==> config.mk <==
export PLATFORM = sky130hd
export DESIGN_NAME = board_ctrl_regs
export DESIGN_NICKNAME = d
export VERILOG_FILES = /design/src/rtl/bcr_pkg.sv /design/src/rtl/bcr_decode.sv /design/src/rtl/bcr_sync.sv /design/src/rtl/bcr_rstkey.sv /design/src/rtl/board_ctrl_regs.sv
export SDC_FILE = /design/constraint.sdc
export NUM_CORES = 1
export LEC_CHECK = 0
export BUFFER_PORTS_ARGS = -buffer_cell sky130_fd_sc_hd__buf_2
export CAP_MARGIN = 20
export CORE_MARGIN = 2
export CORE_UTILIZATION = 30
export CTS_CLUSTER_SIZE = 12
export DETAILED_ROUTE_END_ITERATION = 10
export PLACE_DENSITY = 0.66
export SLEW_MARGIN = 30
export SYNTH_ARGS = -nofsm -noshare
export SYNTH_HDL_FRONTEND = slang
export SYNTH_SLANG_ARGS = --single-unit
==> constraint.sdc <==
create_clock -name clk -period 5.5 [get_ports clk]
set_clock_uncertainty 0.15 [all_clocks]
set_input_delay 0.825 -clock clk [delete_from_list [all_inputs] [get_ports clk]]
set_output_delay 0.825 -clock clk [all_outputs]
set_load 0.02 [all_outputs]
==> src/rtl/bcr_pkg.sv <==
package bcr_pkg;

    localparam int unsigned OFF_ID   = 'h00;
    localparam int unsigned OFF_FREQ = 'h04;
    localparam int unsigned OFF_LED  = 'h08;
    localparam int unsigned OFF_SW   = 'h0C;
    localparam int unsigned OFF_RST  = 'h10;

    typedef enum logic [2:0] {
        SEL_ID   = 3'd0,
        SEL_FREQ = 3'd1,
        SEL_LED  = 3'd2,
        SEL_SW   = 3'd3,
        SEL_RST  = 3'd4,
        SEL_NONE = 3'd5
    } reg_sel_e;

endpackage

==> src/rtl/bcr_decode.sv <==
module bcr_decode
    import bcr_pkg::*;
#(
    parameter int unsigned ADDR_W = 16
) (
    input  logic [ADDR_W-1:0] addr,
    output reg_sel_e          sel
);

    always_comb begin
        if (addr == ADDR_W'(OFF_ID))        sel = SEL_ID;
        else if (addr == ADDR_W'(OFF_FREQ)) sel = SEL_FREQ;
        else if (addr == ADDR_W'(OFF_LED))  sel = SEL_LED;
        else if (addr == ADDR_W'(OFF_SW))   sel = SEL_SW;
        else if (addr == ADDR_W'(OFF_RST))  sel = SEL_RST;
        else                                sel = SEL_NONE;
    end

endmodule

==> src/rtl/bcr_sync.sv <==
module bcr_sync #(
    parameter int unsigned W      = 8,
    parameter int unsigned STAGES = 2
) (
    input  logic         clk,
    input  logic         rst_n,
    input  logic [W-1:0] din,
    output logic [W-1:0] dout
);

    logic [W-1:0] st_d [STAGES];
    logic [W-1:0] st_q [STAGES];

    always_comb begin
        st_d[0] = din;
        for (int i = 1; i < STAGES; i++) begin
            st_d[i] = st_q[i-1];
        end
    end

    generate
        for (genvar g = 0; g < STAGES; g++) begin : g_stage
            always_ff @(posedge clk) begin
                if (!rst_n) st_q[g] <= '0;
                else        st_q[g] <= st_d[g];
            end
        end
    endgenerate

    assign dout = st_q[STAGES-1];

endmodule

==> src/rtl/bcr_rstkey.sv <==
module bcr_rstkey #(
    parameter int unsigned       DATA_W = 32,
    parameter logic [DATA_W-1:0] KEY    = 32'h0000_DEAD
) (
    input  logic              clk,
    input  logic              rst_n,
    input  logic              wr_hit,
    input  logic [DATA_W-1:0] wdata,
    output logic              req
);

    logic req_d, req_q;

    always_comb begin
        req_d = wr_hit && (wdata == KEY);
    end

    always_ff @(posedge clk) begin
        if (!rst_n) req_q <= 1'b0;
        else        req_q <= req_d;
    end

    assign req = req_q;

endmodule

==> src/rtl/board_ctrl_regs.sv <==
module board_ctrl_regs
    import bcr_pkg::*;
#(
    parameter int unsigned       ADDR_W     = 16,
    parameter int unsigned       DATA_W     = 32,
    parameter int unsigned       LED_W      = 8,
    parameter int unsigned       SW_W       = 8,
    parameter int unsigned       SYNC_DEPTH = 2,
    parameter logic [DATA_W-1:0] BUILD_CODE = 32'h0927_2011,
    parameter logic [DATA_W-1:0] CLK_HZ     = 32'd50_000_000,
    parameter logic [DATA_W-1:0] RESET_KEY  = 32'h0000_DEAD
) (
    input  logic              clk,
    input  logic              rst_n,
    input  logic [ADDR_W-1:0] bus_addr,
    input  logic              bus_rd,
    input  logic              bus_wr,
    input  logic [DATA_W-1:0] bus_wdata,
    output logic [DATA_W-1:0] bus_rdata,
    input  logic [SW_W-1:0]   dip_in,
    output logic [LED_W-1:0]  led_out,
    output logic              sys_rst_req
);

    typedef struct packed {
        logic [LED_W-1:0]  led;
        logic [SW_W-1:0]   sw;
        logic [DATA_W-1:0] rdata;
    } state_t;

    state_t   st_d, st_q;
    reg_sel_e sel;
    logic [SW_W-1:0] sw_sync;

    bcr_decode #(.ADDR_W(ADDR_W)) u_dec (
        .addr (bus_addr),
        .sel  (sel)
    );

    bcr_sync #(.W(SW_W), .STAGES(SYNC_DEPTH)) u_sync (
        .clk   (clk),
        .rst_n (rst_n),
        .din   (dip_in),
        .dout  (sw_sync)
    );

    bcr_rstkey #(.DATA_W(DATA_W), .KEY(RESET_KEY)) u_key (
        .clk    (clk),
        .rst_n  (rst_n),
        .wr_hit (bus_wr && (sel == SEL_RST)),
        .wdata  (bus_wdata),
        .req    (sys_rst_req)
    );

    always_comb begin
        st_d    = st_q;
        st_d.sw = sw_sync;
        if (bus_wr && (sel == SEL_LED)) begin
            st_d.led = bus_wdata[LED_W-1:0];
        end
        if (bus_rd) begin
            unique case (sel)
                SEL_ID:   st_d.rdata = BUILD_CODE;
                SEL_FREQ: st_d.rdata = CLK_HZ;
                SEL_LED:  st_d.rdata = DATA_W'(st_q.led);
                SEL_SW:   st_d.rdata = DATA_W'(st_q.sw);
                default:  st_d.rdata = '0;
            endcase
        end
    end

    always_ff @(posedge clk) begin
        if (!rst_n) st_q <= '0;
        else        st_q <= st_d;
    end

    assign bus_rdata = st_q.rdata;
    assign led_out   = st_q.led;

endmodule

==> run summary <==
Outcome: finished, final reports clean
Clk buf depth: 2
Post-CTS setup buffer count: 0
Placement Rows: 29
Routed len/inst: 12.3 um
Max_cap viols: 0
First-pass GRT wire length: 6580 um
Synth async-reset ratio: 0%
Placed Area: 2150 um^2
Final Hold Vio Count: 0
Hold_sp: u_sync.st_q[1][1]
CP max stage cell: nor2_1
DIE HEIGHT: 83.6 um
Setup repair after global routing missed its margin: no
Reg-to-reg critical path startpoint: led_out[3]
Final min period: 2300 ps
Peak Freq: 434 MHz
Clock slew at reported path FFs: 70 ps
Synth Register Bits: 44
CP required: 5580 ps
Worst Hold Margin: 285 ps
Final Cell Area: 2280 um^2
Cells after synthesis: 196
Vias in the first global route: 1303
I/O pin cnt: 101
Dpl hpwl: 3120 um
Cell count of the worst reg-to-reg path: 2
Area delta synth->final: 19.6%
Startpoint Class: input pin
Routed vias/inst: 4.36
Tot GR Track Use: 11.8%
Routed Antenna Nets: 0
FF-to-FF End: bus_rdata[3]
GPL Wtd Cong: 0.853
Setup CP Type: in2reg
Post-Route Setup TNS: 0 ps
H-Tree Depth: 2
CP cell instances: buf_2 > clkinv_1 > nor2_1 > a22o_1
Worst vdd ir: 0.159 mV
Worst skew pair latency: 290 ps
DRT Pass-1 Iters: 4
Layout cells sized above 1: 42.1%
Worst hold path depth: 1
Number of I/O port buffers: 91
Diode count: 0
Metal3 WL: 353 um
Peak fanout along the critical path: 27
Worst Max-Slew Pin Slew: 786 ps
Total CTS buffers: 5
CP bufs+invs: 2
M1 WL: 1820 um
Root Buffer: clkbuf_8
Antenna violations before repair: 0
Hold Crit Endpoint: st_q[33]
Slew Viols, Final: 0
Max incr delay on CP: 680 ps
Worst Hold Class: reg2reg
Largest net degree at the start of global routing: 28
Crit path max-delay family: simple AND/OR/NAND/NOR gates
DR iter-0 viols: 60
Netlist cell types: 33
# clock sinks: 44
Routed WL: 4070 um
Number of flops mapped to enable cells by yosys: 0
Die X: 83.6 um
Final #Nets: 314
Die area: 7000 um^2
Fin crit share: 41.9%
R2R setup slack: 4400 ps
Synthesized area per cell: 9.71 um^2
Initial core utilization: 30.5%
Crit path arrival time: 2380 ps
YS warnings: 0
Seq/Total Area, Yosys: 46.3%
Hold_buf cts: 0
TritonCTS clock tree: done
Critical Path End Type: flip-flop
Pwr/cell area: 287 nW/um^2
PostCTS Resize Cnt: 0
CORE AREA: 6240 um^2
Uppermost layer routed: met4
# setup viols final: 0
Mapped cell area: 1900 um^2
Slew Limit Headroom: 47.4%
DRC: 0
Total congestion overflow: 0
Met2 routed WL: 1870 um
Leakage dissipation: 1.08 nW
Via count: 1442
Ys flop type: dfxtp_1
-- worst max path at each step --
stage | start | endpoint | slack (ps) | cells past startpoint
final | rst_n | bus_rdata[4] | 3200 | 4
after global routing | rst_n | bus_rdata[0] | 2970 | 4
after CTS | rst_n | bus_rdata[4] | 3210 | 4
after detailed placement | rst_n | bus_rdata[4] | 2910 | 4
after global placement | rst_n | bus_rdata[4] | 2980 | 4
after floorplan | bus_addr[15] | bus_rdata[1] | 3150 | 5
-- Yosys cell counts, types with 2 or more instances --
master    count  area [um^2]
or4bb_1       2         22.5
nor2_1        4         15.0
nand3_1      10         50.1
o21ai_0       2         10.0
a32o_1        5         50.1
inv_1         2         7.51
mux2_2        5         56.3
dfxtp_1      44          881
clkbuf_1      6         22.5
a22o_1        5         43.8
a21oi_1      10         50.1
and2_1       25          156
nor4_1        7         43.8
o21ai_1       8         40.0
nand2_1       4         15.0
buf_4        40          300
-- metrics by stage --
stage / std cells / worst slack (ps) / power [mW] / utilization, %
after floorplan: 204 / 3150 / 0.360 / -
after global placement: 324 / 2980 / 0.379 / 34.4
after detailed placement: 324 / 2910 / 0.381 / 34.4
after CTS: 331 / 3210 / 0.660 / 36.5
after global routing: 331 / 2970 / 0.681 / 36.5
final: 331 / 3200 / 0.652 / 36.5
-- cell usage in the layout, fill, tap and decap left out, drive strengths merged, types with 6 or more instances in the layout --
cell type,n
o21ai,10
dfxtp,44
a21oi,10
and2,25
conb,9
nand3,10
a32o,6
buf,91
nor4,7
-- registers in the layout, summed over array words and instances (netlist names) --
name,count
u_sync.st_q,16
led_out,8
st_q,8
bus_rdata,11
u_key.req,1
-- report_power, final --
part / switching (mW) / internal [mW] / total [mW]
combinational: 0.0243 / 0.0224 / 0.0467
clock: 0.100 / 0.179 / 0.279
sequential: 0.00138 / 0.325 / 0.327
-- cells by family (layout without fill, tap and decap cells) --
logic type | Yosys count | after routing | synth area share, %
AOI/OAI and AO/OA | 31 | 31 | 10.8
muxes | 5 | 5 | 2.96
and+or+nand+nor | 64 | 64 | 21.4
buffers and inverters | 51 | 101 | 18.3
DFF | 44 | 44 | 46.3
other | 1 | 9 | 0.197
-- layout make-up --
cell class	count	area, um^2
sequential	44	881
clock buffer	5	68.8
multi-input combinational	109	703
tap	77	96.3
clock inverter	2	60.1
fill	648	3970
inverter	3	11.3
timing repair buffer	91	455
-- layer usage --
metal / track usage [%] / vias to the layer above
li1: - / 750
met1: 14.9 / 631
met2: 18.5 / 57
met3: 4.45 / 4
met4: 3.81 / 0
met5: 0 / -
No activity file was read; power rests on OpenSTA's default activity.
